File: src/rtl/win_access_seq.sv
module win_access_seq #(
  parameter int          ADDR_W      = 25,
  parameter int          DATA_W      = 32,
  parameter int          WIN_SHIFT   = 19,
  parameter logic [31:0] WIN_REG_OFS = 32'h310C,
  parameter int          EN_BIT      = 30,
  parameter bit          CACHE_EN    = 1'b1
) (
  input  logic              clk,
  input  logic              rst_n,
  input  logic              win_en,
  input  logic              err_clr,
  input  logic              req_valid,
  output logic              req_ready,
  input  logic              req_write,
  input  logic [ADDR_W-1:0] req_addr,
  input  logic [DATA_W-1:0] req_wdata,
  output logic              rsp_valid,
  output logic [DATA_W-1:0] rsp_rdata,
  output logic              err_flag,
  output logic              bus_valid,
  output logic              bus_write,
  output logic [ADDR_W-1:0] bus_addr,
  output logic [DATA_W-1:0] bus_wdata,
  input  logic              bus_done,
  input  logic [DATA_W-1:0] bus_rdata
);
  localparam int              WIN_W     = ADDR_W - WIN_SHIFT;
  localparam logic [ADDR_W-1:0] AP_BASE   = ADDR_W'(1) << WIN_SHIFT;
  localparam logic [ADDR_W-1:0] RANGE_MSK = AP_BASE - ADDR_W'(1);
  localparam logic [ADDR_W-1:0] WIN_REG_A = ADDR_W'(WIN_REG_OFS);
  localparam logic [DATA_W-1:0] EN_WORD   = DATA_W'(1) << EN_BIT;

  typedef enum logic [1:0] {S_IDLE, S_WWR, S_WRD, S_DATA} st_t;
  st_t st;

  logic              r_wr, r_direct, cache_ok;
  logic [ADDR_W-1:0] r_addr;
  logic [DATA_W-1:0] r_wdata;
  logic [WIN_W-1:0]  cache_win;

  wire [WIN_W-1:0]  req_win  = req_addr[ADDR_W-1:WIN_SHIFT];
  wire [WIN_W-1:0]  cur_win  = r_addr[ADDR_W-1:WIN_SHIFT];
  wire [DATA_W-1:0] win_word = EN_WORD | DATA_W'(cur_win);
  wire              direct   = !win_en || (req_win == '0);
  wire              hit      = CACHE_EN && cache_ok && (cache_win == req_win);

  assign req_ready = (st == S_IDLE);
  assign bus_valid = (st != S_IDLE);
  assign bus_write = (st == S_WWR) || (st == S_DATA && r_wr);
  assign bus_wdata = (st == S_WWR) ? win_word : r_wdata;
  assign bus_addr  = (st == S_WWR || st == S_WRD) ? WIN_REG_A :
                     r_direct ? r_addr : (AP_BASE | (r_addr & RANGE_MSK));

  always_ff @(posedge clk) begin
    if (!rst_n) begin
      st        <= S_IDLE;
      r_wr      <= 1'b0;
      r_direct  <= 1'b1;
      r_addr    <= '0;
      r_wdata   <= '0;
      cache_ok  <= 1'b0;
      cache_win <= '0;
      err_flag  <= 1'b0;
      rsp_valid <= 1'b0;
      rsp_rdata <= '0;
    end else begin
      rsp_valid <= 1'b0;
      if (err_clr) err_flag <= 1'b0;
      case (st)
        S_IDLE: if (req_valid) begin
          r_wr     <= req_write;
          r_addr   <= req_addr;
          r_wdata  <= req_wdata;
          r_direct <= direct;
          st       <= (direct || hit) ? S_DATA : S_WWR;
        end
        S_WWR: if (bus_done) begin
          cache_win <= cur_win;
          cache_ok  <= 1'b1;
          st        <= S_WRD;
        end
        S_WRD: if (bus_done) begin
          if (bus_rdata != win_word) err_flag <= 1'b1;
          st <= S_DATA;
        end
        S_DATA: if (bus_done) begin
          rsp_valid <= 1'b1;
          if (!r_wr) rsp_rdata <= bus_rdata;
          st <= S_IDLE;
        end
        default: st <= S_IDLE;
      endcase
    end
  end

  a_r9_bus_hold: assert property (@(posedge clk) disable iff (!rst_n)
    bus_valid && !bus_done |=> bus_valid && $stable(bus_addr) && $stable(bus_write));

  a_r9_rsp_pulse: assert property (@(posedge clk) disable iff (!rst_n)
    rsp_valid |=> !rsp_valid);

  a_r9_no_overlap: assert property (@(posedge clk) disable iff (!rst_n)
    req_ready |-> !bus_valid);

  a_r4_err_sticky: assert property (@(posedge clk) disable iff (!rst_n)
    err_flag && !err_clr |=> err_flag);

  a_r3_confirm_follows: assert property (@(posedge clk) disable iff (!rst_n)
    bus_valid && bus_write && bus_addr == WIN_REG_A && bus_done && st == S_WWR
    |=> bus_valid && !bus_write && bus_addr == WIN_REG_A);

  a_r8_first_programs: assert property (@(posedge clk) disable iff (!rst_n)
    req_valid && req_ready && !cache_ok && !direct |=> bus_write && bus_addr == WIN_REG_A);

  a_r2_enable_bit: assert property (@(posedge clk) disable iff (!rst_n)
    st == S_WWR |-> bus_wdata[EN_BIT]);
endmodule

File: config.mk
export PLATFORM = sky130hd
export DESIGN_NAME = win_access_seq
export DESIGN_NICKNAME = d
export VERILOG_FILES = /design/src/rtl/win_access_seq.sv
export SDC_FILE = /design/constraint.sdc
export NUM_CORES = 1
export LEC_CHECK = 0
export BUFFER_PORTS_ARGS = -buffer_cell sky130_fd_sc_hd__buf_4
export CORE_MARGIN = 10
export CORE_UTILIZATION = 47
export DETAILED_ROUTE_END_ITERATION = 8
export PLACE_DENSITY = 0.8
export SYNTH_ARGS = -nofsm -noshare
export SYNTH_HDL_FRONTEND = slang
export SYNTH_SLANG_ARGS = --single-unit
File: constraint.sdc
create_clock -name clk -period 1.9 [get_ports clk]
set_clock_uncertainty 0.2 [all_clocks]
set_input_delay 0.095 -clock clk [delete_from_list [all_inputs] [get_ports clk]]
set_output_delay 0.095 -clock clk [all_outputs]
set_load 0.05 [all_outputs]
# == Word-level counts from Yosys, hierarchy flattened ==
# Index checks and enable logic that the tools add are counted.
# classes
div,0
n_eq_ne,9
reduce_logical,15
mux,14
magnitude_cmp,0
add_sub_neg,0
multipliers,0
shift,0
bitwise,1
# ops
cell,n
two-way mux 25 bit,2
two-way mux 32 bit,1
!= test 32 x 31 -> 1 bit,1
two-way mux 2 bit,5
"!= test 2 bit, second input constant",4
case mux 2 bit (4 select lines),1
== test 6 bit,1
zero test 6 bit,1
AND reduction 2 bit,3
two-way mux 1 bit,5
"== test 2 bit, second input constant",2
logical OR 1 bit,4
AND reduction 4 bit,1
AND reduction 3 bit,1
"== test 2 x 1 -> 1 bit, second input constant",1
logical AND 1 bit,2
zero test 2 bit,1
nonzero test 2 bit,1
zero test 1 bit,1
NOT 1 bit,1
# word_totals
wordCells,49
input_bits,96
ramBits,0
output_inout_bits,94
memories,0
romBits,0
ff_bits,102
latchBits,0

# == Logic depth before layout (Yosys ltp) ==
# logic_depth
word_depth,6
depth_mapped,8
depth_no_buf,6

# == Least setup slack after synthesis ==
# OpenSTA, ideal clock, no wires.
# synth_path
kind,register -> register
start,reg st[0]
end,reg r_addr[15]
setup_time_ps,70
arrival_ps,2164
required_time_ps,1630
n_path_buf,2
stages_incl_launch_ff,9
slack_ps,-534
synth_period_minus_slack_ps,2434
cell_sequence,dfxtp_1 > inv_1 > ha_1 > inv_1 > nor2_1 > buf_2 > buf_2 > nand2_1 > a21oi_1
# synth_via
elab_chain_cells,2
# synth_lines
item,line_no,text
start: declaration,35,st_t st;
start signal: assignment,76,st <= (direct || hit) ? S_DATA : S_WWR;
zero test 2 bit,-,
named net req_ready,14,"output logic req_ready,"
AND reduction 2 bit (no line),-,
end signal: assignment,73,r_addr <= req_addr;
end: declaration,38,logic [ADDR_W-1:0] r_addr;
# The timed path passes the listed nets, and every way through them passes these cells.
# A chain may end at the register's enable or synchronous reset.

# == Worst setup path in the final report ==
# layout_path
start,reg st[0]
end,out bus_addr[9]
# layout_via
elab_chain_cells,3
elab_cells_between_ends,4
classes_between,eq/ne: 2; mux: 1; reduce/logical: 1
# layout_lines
item,line_no,text
== test 2 x 1 -> 1 bit / == test 2 bit (equally long branches),52,assign bus_addr = (st == S_WWR || st == S_WRD) ? WIN_REG_A :
logical OR 1 bit (*),52,
two-way mux 25 bit (*),52,
end: declaration,23,"output logic [ADDR_W-1:0] bus_addr,"
# Every way passes the cells marked *; elsewhere a longest branch is shown, timed or not.

==> qor.csv <==
stage;metric;value;unit
layout;nets;926;
detailed_routing;num_vias;5217;
worst_hold_path;hold_end;r_addr[18];
critical_path;cp-end-kind;output pin;
timing;slew_headroom;67.5;%
timing;rsz0062_at_grt;true;
synthesis;ys.flop_type;dfxtp_1;
synthesis;yosys-top-cells-area;dfxtp_1, nand2_1, a21oi_1;
detailed_routing;drtPass1Iterations;5;
layout;multiInputGateArea;2240;um^2
power_and_ir_drop;power.internal;5570;uW
timing;setup_ws;-69.4;ps
grt;antenna_found_initial;3;
detailed_routing;wl_per_cell;20.3;um
synthesis;synth_top_area_cell;dfxtp_1;
synthesis;synth-compound-area-share;13.4;%
detailed_routing;drt-initial-drc-count;421;
die;dieArea;13100;um^2
die;num_rows;34;
job;cap_violations;0;
power_and_ir_drop;leakage;0.00319;uW
timing;worst_pin_slew;486;ps
power_and_ir_drop;seqPwrFrac;26.7;%
synthesis;async_flop_share;0;%
power_and_ir_drop;power_frac_comb;57.7;%
cts;clk_latency;370;ps
critical_path;regToRegSetupSlack;-30;ps
cts;cts_buffers;9;
timing;drv_slew;0;
synthesis;synthAdderAreaFrac;1.19;%
synthesis;yosys_warnings;0;
power_and_ir_drop;total_power;10100;uW
cts;cts_tree;done;
grt;grt_usage;25.2;%
grt;grt_pass1_wl;26800;um
placement;gp_congestion;0.862;
placement;portBuffers;189;
grt;grt_pass1_vias;5257;
synthesis;synth.avg_cell_area;7.67;um^2
placement;dp_hpwl;10300;um
die;io-pin-count;190;
power_and_ir_drop;peakVddDrop;0.000898;V
synthesis;synth_edf_count;0;
worst_hold_path;hold_path_class;flop to flop;
die;start_util;48.2;%
run_status;outcome;finished, violations left;
die;core_area;8720;um^2
critical_path;timing.rr.start;st[1];
timing;final_hold_viol_count;0;
synthesis;synth_seq_area_share;48.6;%
power_and_ir_drop;clkPwrFrac;15.6;%
critical_path;crit_type;flop to output pin;
critical_path;worstPathRequired;1600;ps
cts;cts-root-buf;clkbuf_8;
timing;clock.fmax;508;MHz
grt;overflow;0;
layout;layout-drive-gt1-share;35.0;%
detailed_routing;drc;0;
synthesis;synth_mux_area_share;1.61;%
layout;regArea;2050;um^2
synthesis;synthCells;548;
critical_path;cp_max_fo;6;
synthesis;synthesis.nets;648;
synthesis;synth_xor_area_share;2.50;%
timing;fin_crit;1970;ps
grt;grt_max_degree;51;
synthesis;synth_cell_types;31;
cts;clk_pin_slew;100;ps
synthesis;netlist_area;4200;um^2
critical_path;critPathLaunchType;flop;
detailed_routing;drt-vias-per-instance;5.54;
synthesis;synth_top_family_by_area;simple AND/OR/NAND/NOR gates;
cts;clkSinkCount;102;
die;die_h;115;um
power_and_ir_drop;powerDensity;1320;nW/um^2
timing;holdWs;256;ps
layout;fill_cells;420;
synthesis;synth_most_common_cell;nand2_1;
power_and_ir_drop;p_switching;4520;uW
critical_path;rr_endpoint;st[1];
worst_hold_path;min_path_cells;2;
critical_path;r2r_cells;8;
layout;area_delta_synth_final;81.6;%
worst_hold_path;holdCritStartpoint;r_addr[18];
detailed_routing;drtAntennaViolNets;0;
cts;clock_path_buffers;2;
timing;period_share;104;%
detailed_routing;postRouteWirelength;19100;um
cts;h-tree-depth;3;
run_status;violations;setup timing;
critical_path;crit_arrival;1670;ps
synthesis;synthTopCellsByCount;nand2_1, dfxtp_1, a21oi_1;
power_and_ir_drop;sw_frac_of_total;44.8;%
synthesis;synth_simple_gate_area_share;28.8;%
timing;setup_viol_count_final;31;
die;die_w;115;um
synthesis;synth_seq_cells;102;
synthesis;synth.top_cell.area_share;48.6;%
[state kept, by name, indices dropped and copies added (netlist names)]
name       count
cache_ok       1
r_direct       1
rsp_valid      1
err_flag       1
cache_win      6
rsp_rdata     32
r_wdata       32
r_wr           1
st             2
r_addr        25
[worst max-delay path, stage by stage, from the launching register on]
cell and delay (ps):
dfxtp_4 410, inv_4 50, ha_4 270, buf_4 150
nor2b_1 190, buf_4 240
[metal layers]
layer | vias to the layer above | global-route usage [%] | share of wire [%]
met5 | - | 0 | 0
met4 | 0 | 12.4 | 4.5
met3 | 78 | 9.07 | 10
met2 | 341 | 42.6 | 50
met1 | 2451 | 27.3 | 36
li1 | 2347 | - | -
[placed cells by master (no fill, tap or decap), drive strengths merged]
master       synthesis  layout
nand2b               1       1
o31a                 2       2
inv                  6       7
nand4b               1       1
bufbuf               0       2
o211ai               1       1
mux2                 6       6
o221a                1       1
nor2b               40      40
o211a                1       1
clkinvlp             0       1
nor4b                1       1
ha                   4       4
clkbuf              33      10
a21o                 1       1
buf                  4     206
xnor2                9       9
nor3                 1       1
nor2                 8       8
nand4                3       3
dfxtp              102     102
diode                0       3
or2                  7       7
a21oi               99      99
xor2                 3       3
or4                  1       1
and2                 5       5
nand3                8       8
dlygate4sd3          0      95
o21ai                1       1
nor4                 7       7
a211oi               1       1
bufinv               0       2
clkinv               0       3
nand2              191     191
[metrics by stage]
stage	area (um^2)	cells	worst slack (ps)	utilization, %	setup TNS, ps
final	7630	942	-69.4	87.5	-828
after global routing	7630	942	-108	87.5	-2240
after CTS	7290	937	-41.7	83.6	-321
after detailed placement	5800	817	42.2	66.5	0
after global placement	5800	817	149	66.5	0
after floorplan	4260	548	-82.5	-	-1660
[final cells by class]
type / instances / area share [%]
Antenna cell: 3 / 0.0984
Multi-Input combinational cell: 403 / 29.4
Clock buffer: 9 / 1.62
Sequential cell: 102 / 26.9
Timing Repair Buffer: 304 / 38.5
Inverter: 6 / 0.410
Clock inverter: 7 / 1.36
Tap cell: 108 / 1.77
[cells by family after synthesis]
logic type                 count (synthesis)
adders and majority gates                  4
muxes                                      6
AOI/OAI and AO/OA                        107
buffers and inverters                     43
and+or+nand+nor                          274
DFF                                      102
xor gates and xnor gates                  12
[worst max path at each step]
stage / start / end / slack (ps) / cells past startpoint
after floorplan: st[1] / bus_wdata[31] / -80 / 5
after global placement: st[1] / rsp_rdata[4] / 150 / 5
after detailed placement: st[1] / rsp_rdata[20] / 40 / 5
after CTS: st[1] / bus_wdata[5] / -40 / 5
after global routing: st[0] / bus_addr[9] / -110 / 5
final: st[0] / bus_addr[9] / -70 / 5
[power groups by stage]
stage / logic, uW / clock network (uW) / registers, uW
floorplan: 2820 / 0 / 2750
global placement: 4210 / 0 / 2650
detailed placement: 4270 / 0 / 2670
CTS: 5160 / 1570 / 2640
global route: 6060 / 1660 / 2720
finish: 5830 / 1570 / 2690
[timing repair]
action / in CTS / in global routing
setup buffers: 7 / 1
setup endpoints to repair: 42 / 84
hold endpoints to repair: 102 / 0
cloned: 2 / 1
hold buffers: 95 / 0
resized for setup: 61 / 82
pin swaps: 2 / 0
Note: power is estimated with default switching activity, not from simulation.
